==> src/rtl/cap_perm_legalizer.sv <==
`timescale 1ns/1ps
module cap_perm_legalizer #(
  parameter int LVLBITS = 1,
  parameter int MASK_W  = 32
) (
  input  logic               clk,
  input  logic               rst_n,
  input  logic               valid_in,
  input  logic               rv32_mode,
  input  logic [MASK_W-1:0]  mask,
  input  logic               in_r,
  input  logic               in_w,
  input  logic               in_c,
  input  logic               in_lm,
  input  logic               in_el,
  input  logic               in_x,
  input  logic               in_asr,
  input  logic [LVLBITS-1:0] in_sl,
  input  logic               in_m,
  input  logic               in_sealed,
  input  logic               in_rsvd,
  input  logic               in_tag,
  output logic               valid_out,
  output logic               out_r,
  output logic               out_w,
  output logic               out_c,
  output logic               out_lm,
  output logic               out_el,
  output logic               out_x,
  output logic               out_asr,
  output logic [LVLBITS-1:0] out_sl,
  output logic               out_m,
  output logic               out_tag
);
  localparam int PW = 8 + LVLBITS;

  function automatic logic [PW-1:0] apply_rules(input logic [PW-1:0] p, input logic narrow);
    logic r, w, c, lm, el, x, asr, m;
    logic [LVLBITS-1:0] sl;
    {m, sl, asr, x, el, lm, c, w, r} = p;
    if (narrow && !(r && w && c && lm && el && x && (&sl))) asr = 1'b0;
    if (!(r || w))                  c  = 1'b0;
    if (narrow && !r)               c  = 1'b0;
    if (narrow && !r)               x  = 1'b0;
    if (narrow && c && !lm)         w  = 1'b0;
    if (narrow && !(w || c))        x  = 1'b0;
    if (!(c && r))                  el = 1'b0;
    if (!(c && r))                  lm = 1'b0;
    if (!c)                         sl = '0;
    if (narrow && !((c && lm && el && (&sl)) || (!c && !lm && !el && (sl == '0))))
                                    x  = 1'b0;
    if (!x)                         asr = 1'b0;
    if (!x)                         m   = 1'b0;
    return {m, sl, asr, x, el, lm, c, w, r};
  endfunction

  logic [PW-1:0] src, masked, result, res_q;
  logic          producible, tag_q;
  logic          unused_mask_hi;

  assign src            = {in_m, in_sl, in_asr, in_x, in_el, in_lm, in_c, in_w, in_r};
  assign masked         = src & mask[PW-1:0];
  assign unused_mask_hi = ^mask[MASK_W-1:PW];
  assign producible     = (apply_rules(src, rv32_mode) == src);
  assign result         = producible ? apply_rules(masked, rv32_mode) : '0;

  always_ff @(posedge clk or negedge rst_n) begin
    if (!rst_n) begin
      valid_out <= 1'b0;
      res_q     <= '0;
      tag_q     <= 1'b0;
    end else begin
      valid_out <= valid_in;
      if (valid_in) begin
        res_q <= result;
        tag_q <= in_tag && !in_sealed && !in_rsvd;
      end
    end
  end

  assign {out_m, out_sl, out_asr, out_x, out_el, out_lm, out_c, out_w, out_r} = res_q;
  assign out_tag = tag_q;

  a_r1_read_subset: assert property (@(posedge clk) disable iff (!rst_n)
    valid_in |=> (!out_r || $past(in_r && mask[0])));
  a_r2_reserved_src_flat: assert property (@(posedge clk) disable iff (!rst_n)
    valid_in && in_m && !in_x |=> (res_q == '0));
  a_r3_tag_drop: assert property (@(posedge clk) disable iff (!rst_n)
    valid_in && (in_sealed || in_rsvd) |=> !out_tag);
  a_r4_cap_needs_rw: assert property (@(posedge clk) disable iff (!rst_n)
    valid_out && out_c |-> (out_r || out_w));
  a_r5_el_lm_need_cr: assert property (@(posedge clk) disable iff (!rst_n)
    valid_out && (out_el || out_lm) |-> (out_c && out_r));
  a_r6_sl_needs_c: assert property (@(posedge clk) disable iff (!rst_n)
    valid_out && (out_sl != '0) |-> out_c);
  a_r7_x_gates_asr_m: assert property (@(posedge clk) disable iff (!rst_n)
    valid_out |-> (out_x || (!out_asr && !out_m)));
  a_r8_asr_all_set: assert property (@(posedge clk) disable iff (!rst_n)
    valid_in && rv32_mode |=> (!out_asr || (out_r && out_w && out_c && out_lm && out_el && out_x && (&out_sl))));
  a_r9_c_x_need_r: assert property (@(posedge clk) disable iff (!rst_n)
    valid_in && rv32_mode |=> (out_r || (!out_c && !out_x)));
  a_r10_w_and_x: assert property (@(posedge clk) disable iff (!rst_n)
    valid_in && rv32_mode |=> ((!out_w || !out_c || out_lm) && (!out_x || out_w || out_c)));
  a_r11_x_extremes: assert property (@(posedge clk) disable iff (!rst_n)
    valid_in && rv32_mode |=> (!out_x || (out_c && out_lm && out_el && (&out_sl)) ||
                                         (!out_c && !out_lm && !out_el && (out_sl == '0))));
  a_r13_hold: assert property (@(posedge clk) disable iff (!rst_n)
    !valid_in |=> (!valid_out && $stable(res_q) && $stable(out_tag)));
endmodule

==> config.mk <==
export PLATFORM = sky130hd
export DESIGN_NAME = cap_perm_legalizer
export DESIGN_NICKNAME = d
export VERILOG_FILES = /design/src/rtl/cap_perm_legalizer.sv
export SDC_FILE = /design/constraint.sdc
export NUM_CORES = 1
export LEC_CHECK = 0
export BUFFER_PORTS_ARGS = -buffer_cell sky130_fd_sc_hd__buf_2
export CORE_UTILIZATION = 36
export CTS_CLUSTER_SIZE = 20
export DETAILED_ROUTE_END_ITERATION = 7
export PLACE_DENSITY = 0.86
export RECOVER_POWER = 25
export SETUP_SLACK_MARGIN = 0.4
export SLEW_MARGIN = 15
export SYNTH_ARGS = -nofsm -noshare
export SYNTH_HDL_FRONTEND = slang
export SYNTH_SLANG_ARGS = --single-unit
==> constraint.sdc <==
create_clock -name clk -period 0.8 [get_ports clk]
set_input_delay 0.04 -clock clk [delete_from_list [all_inputs] [get_ports clk]]
set_output_delay 0.04 -clock clk [all_outputs]
set_load 0.005 [all_outputs]
# After elaboration in Yosys (flattened, before gate mapping)

Index checks and enable logic that the tools add are counted.

Register bits: 11
Input port bits: 48
Output and inout port bits: 11
Logic and storage cells: 96

Eq/ne operators: 1
Multiplexer cells: 25
Bitwise gates (word level): 3
Reduce and logical (&&, ||, !) cells: 64

Operator list:

| kind                | count |
|---|---|
| $logic_and A1 B1 Y1 | 40 |
| $mux W1             | 24 |
| $logic_not A1 Y1    | 18 |
| $and A9 B9 Y9       | 1 |
| $mux W9             | 1 |
| $eq A8 B8 Y1        | 1 |
| $logic_or A1 B1 Y1  | 6 |
| $not A1 Y1          | 2 |

# Depth between registers and ports, before layout

Word-level depth: 16
Mapped depth: 4
Gate-level depth less buffers: 4

# Least setup slack after synthesis

No wires, ideal clock.

Path kind: input to register
From: in in_c
To: reg res_q[3]
Setup time: 110 ps
Data arrival time: 917 ps
Data required time: 690 ps
Setup slack: -228 ps
Stages: 4
Buffers on the path: 0
Cells stage by stage: nor2b_1 -> o31ai_4 -> o2111ai_2 -> o41ai_1

Longest elaborated chain between the ends: 15
Elaborated cells between the ends (all ways): 44
Classes of those cells: 1 x eq/ne; 15 x mux; 2 x bitwise; 26 x reduce/logical

RTL lines:

| element                           | line   | text |
|---|---|---|
| start, declared                   | 13     | `input logic in_c,` |
| $mux W1                           | 42     | `if (!(r \|\| w)) c = 1'b0;` |
| $mux W1                           | 43     | `if (narrow && !r) c = 1'b0;` |
| $logic_and A1 B1 Y1               | 47, 48 |  |
| $mux W1                           | 48     | `if (!(c && r)) lm = 1'b0;` |
| $logic_not A1 Y1                  | 50     | `if (narrow && !((c && lm && el && (&sl)) \|\| (!c && !lm && !el && (sl == '0))))` |
| $logic_and A1 B1 Y1 (3 in series) | 50     |  |
| $logic_or A1 B1 Y1                | 50     |  |
| $logic_not A1 Y1                  | 50     |  |
| $logic_and A1 B1 Y1               | 50     |  |
| $mux W1                           | 50     |  |
| $mux W1 (on tied branches)        | 52, 53 |  |
| $eq A8 B8 Y1                      | 64     | `assign producible = (apply_rules(src, rv32_mode) == src);` |
| $mux W9 *                         | 65     | `assign result = producible ? apply_rules(masked, rv32_mode) : '0;` |
| end signal, assigned              | 75     | `res_q <= result;` |
| end, declared                     | 57     | `logic [PW-1:0] src, masked, result, res_q;` |

Mark *: on every way between the ends. The rest lies on a longest branch, timed or not.
A chain may end at the register's enable or synchronous reset.

# Worst setup path in the final report

From: in in_sl
To: reg res_q[3]

Longest elaborated chain between the ends: 10
Elaborated cells between the ends (all ways): 16
Classes of those cells: 1 x eq/ne; 6 x mux; 1 x bitwise; 8 x reduce/logical

RTL lines:

| element                    | line   | text |
|---|---|---|
| start, declared            | 18     | `input logic [LVLBITS-1:0] in_sl,` |
| $mux W1                    | 49     | `if (!c) sl = '0;` |
| $not A1 Y1                 | 50     |  |
| $logic_and A1 B1 Y1        | 50     |  |
| $logic_or A1 B1 Y1         | 50     |  |
| $logic_not A1 Y1           | 50     |  |
| $logic_and A1 B1 Y1        | 50     |  |
| $mux W1                    | 50     |  |
| $mux W1 (on tied branches) | 52, 53 |  |
| $eq A8 B8 Y1 *             | 64     |  |
| $mux W9 *                  | 65     |  |

Marked as above.

==> impl_metrics.py <==
metrics = {
    "yosys": {
        "syn-num-nets": 120,
        "synth.most_common_cell": "dfrtp_1",
        "netlist_area_sq_um": 667,
        "synth-compound-area-share_pct": 29.8,
        "ys_top_cells_by_area": "dfrtp_1, o41ai_1, o32ai_1",
        "synthArstFlopShare_pct": 100,
        "postSynthAreaPerCell_sq_um": 9.26,
        "ys_ff_latch": 11,
        "yosys.area_share.simple_pct": 23.3,
        "synthCells": 72,
        "synth_common_cells": "dfrtp_1, inv_1, nand2_1",
        "synth_edf_count": 0,
        "synth-xor-area-share_pct": 0,
        "synthDistinctLibCells": 27,
        "synthMuxAreaShare_pct": 0,
        "synth_adder_area_share_pct": 0,
        "synth_top_cell_by_area": "dfrtp_1",
        "ys_warn_count": 0,
        "synthFlopType": "dfrtp_1",
        "ys_seq_area_share_pct": 41.3,
        "synth_top_family_by_area": "compound AO/OA/AOI/OAI gates",
        "synth_top_area_share_pct": 41.3,
    },
    "die": {
        "die_x_microns": 45.0,
        "start_util_pct": 38.6,
        "pin_count": 59,
        "core_area_sq_um": 1730,
        "die_area_sq_um": 2030,
        "num_rows": 15,
        "die_y_microns": 45.0,
    },
    "hold_path": {
        "holdCritPathClass": "in -> reg",
    },
    "global_route": {
        "grt_util_all_layers_pct": 24.5,
        "grt_pass1_wl_microns": 3510,
        "antenna_found_initial": 0,
        "grt_pass1_vias": 838,
        "grt_max_degree": 13,
        "grt_overflow": 0,
    },
    "critical_path": {
        "critical_path.max_fanout": 7,
        "cp-end-kind": "register",
        "path_buf_inv": 1,
        "arrival_ns": 1.20,
        "path_cells": "buf_6 -> nor2b_4 -> o31ai_2 -> a31oi_4 -> o41ai_2",
        "cp_top_family": "compound AO/OA/AOI/OAI gates",
        "startpoint_type": "primary input",
        "worstSetupPathType": "in -> reg",
        "cpPeakStageDelay_ns": 0.42,
        "critPathSlowestCell": "o41ai_2",
        "critPathRequiredTime_ns": 0.93,
    },
    "layout": {
        "nFillCells": 117,
        "final_cells": 156,
        "final_area_sq_um": 1340,
        "layout.nets": 180,
        "layout-drive-gt1-share_pct": 63.4,
        "final_core_util_pct": 77.6,
        "area_growth_pct": 101,
        "antenna_cells": 0,
    },
    "flow_run": {
        "max_cap_viol_count": 0,
    },
    "power_and_ir_drop": {
        "p_sw_share_pct": 30.9,
        "p_clk_share_pct": 26.5,
        "power.sequential.fraction_pct": 41.0,
        "combinationalPowerShare_pct": 32.5,
        "p_leak_nw": 0.645,
        "power_mw": 1.39,
        "p_int_mw": 0.963,
        "p_per_area_nw_per_um2": 1040,
        "power.switching_mw": 0.430,
        "ir_drop_v": 0.000965,
    },
    "sta": {
        "slew_headroom_pct": 67.3,
        "fmax_mhz": 938,
        "setup_ws_ns": -0.266,
        "hold_viol_final": 0,
        "maxSlewViolCount": 0,
        "fin_skew_ns": 0,
        "rsz0062_at_grt": "true",
        "setup_violations": 19,
        "worst_pin_slew_ns": 0.491,
        "holdWs_ns": 0.0151,
        "min_period_ns": 1.07,
        "period_share_pct": 133,
    },
    "place": {
        "gp_congestion": 0.841,
        "placed_area_sq_um": 997,
        "port_buffers": 35,
        "hpwl_microns": 1650,
        "dp.cells": 143,
    },
    "clock_tree": {
        "clk_pin_slew_ns": 0.07,
        "cts.sinks": 11,
        "cts_tree": "yes",
        "htreeDepth": 1,
        "cts_buffers": 3,
        "insertion_delay_ns": 0.26,
        "clockBufferDepth": 2,
        "cts_root_buffer": "clkbuf_4",
    },
    "route": {
        "viasPerCell": 5.41,
        "vias": 844,
        "final_antenna_net_count": 0,
        "first_pass_iters": 4,
        "drt_iter0_drc": 11,
        "routed_wirelength_microns": 2610,
        "wl_per_cell_microns": 16.8,
        "route.detailed.drc": 0,
    },
    "status": {
        "status": "complete, but fails checks",
        "violations": "setup timing",
    },
}
## power by group through the flow
| stage | combinational (mW) | clock [mW] | sequential, mW |
|---|---|---|---|
| after detailed placement | 0.296 | 0 | 0.581 |
| after global routing | 0.479 | 0.407 | 0.571 |
| after floorplan | 0.116 | 0 | 0.583 |
| final | 0.453 | 0.369 | 0.571 |
| after global placement | 0.287 | 0 | 0.581 |
| after CTS | 0.361 | 0.378 | 0.570 |
## stage by stage
step	setup slack [ns]	TNS, ns
floorplan	-0.170	-1.12
global placement	-0.477	-3.59
detailed placement	-0.536	-3.82
CTS	-0.164	-1.35
global route	-0.261	-2.34
finish	-0.266	-1.71
## layout make-up
cell class / instances / area [sq um] / share of cell area (%)
clock buffers: 3 / 22.5 / 1.68
well taps: 25 / 31.3 / 2.33
inverters: 9 / 33.8 / 2.52
repair buffers: 55 / 379 / 28.3
multi-input cells: 52 / 593 / 44.3
clock inverters: 1 / 5.00 / 0.373
flip-flops and latches: 11 / 275 / 20.5
## path summary, 6_finish.rpt
kind                            slack (ns)      from  depth (start not counted)       end
worst max-delay path                 -0.27     in_sl                          5  res_q[3]
worst min-delay path                  0.02    in_tag                          3   out_tag
worst max register to register           0  res_q[0]                          3  res_q[0]
worst min register to register        0.50  res_q[8]                          2  res_q[8]
max in group asynchronous             0.40     rst_n                          2  res_q[4]
min in group asynchronous             0.18     rst_n                          2  res_q[2]
## sequential cells by signal, summed over array words and instances, names as in the netlist
name,flops
res_q,9
valid_out,1
out_tag,1
## cell families after synthesis
group                  Yosys count
flip-flops                      11
AO/OA/AOI/OAI                   22
buffers and inverters           10
AND/OR/NAND/NOR                 29
## worst register-to-register path, stage by stage (launching register included)
cell,delay [ns]
dfrtp_1,0.39
buf_4,0.13
inv_1,0.06
o32ai_2,0.07
## routing by layer
| layer | share of wire, % | up-vias | global-route usage, % |
|---|---|---|---|
| li1 | - | 397 | - |
| met3 | 5.4 | 8 | 2.40 |
| met5 | 0 | - | 0 |
| met2 | 52 | 35 | 44.6 |
| met1 | 40 | 404 | 28.4 |
| met4 | 2.2 | 0 | 12.1 |
## cell usage in the layout, fill, tap and decap left out, types with 2 or more instances in the layout
cell	instances
o41ai_2	4
buf_4	17
o2111ai_4	2
nand2b_1	5
nand4_1	3
inv_1	9
a31oi_4	3
dfrtp_1	11
o32ai_2	3
buf_6	6
nor2_1	2
nand3_1	2
nand2_1	9
clkbuf_4	3
buf_8	2
buf_2	27
nor2b_4	2
## repair_timing
| item | CTS | global route |
|---|---|---|
| resized for setup | 20 | 21 |
| hold buffers | 1 | 0 |
| gates cloned | 1 | 0 |
| pin swaps | 6 | 6 |
| setup endpoints to repair | 21 | 32 |
| endpoints found under the hold margin | 11 | 0 |
| setup buffers | 3 | 4 |
No activity file was read; power rests on OpenSTA's default activity.
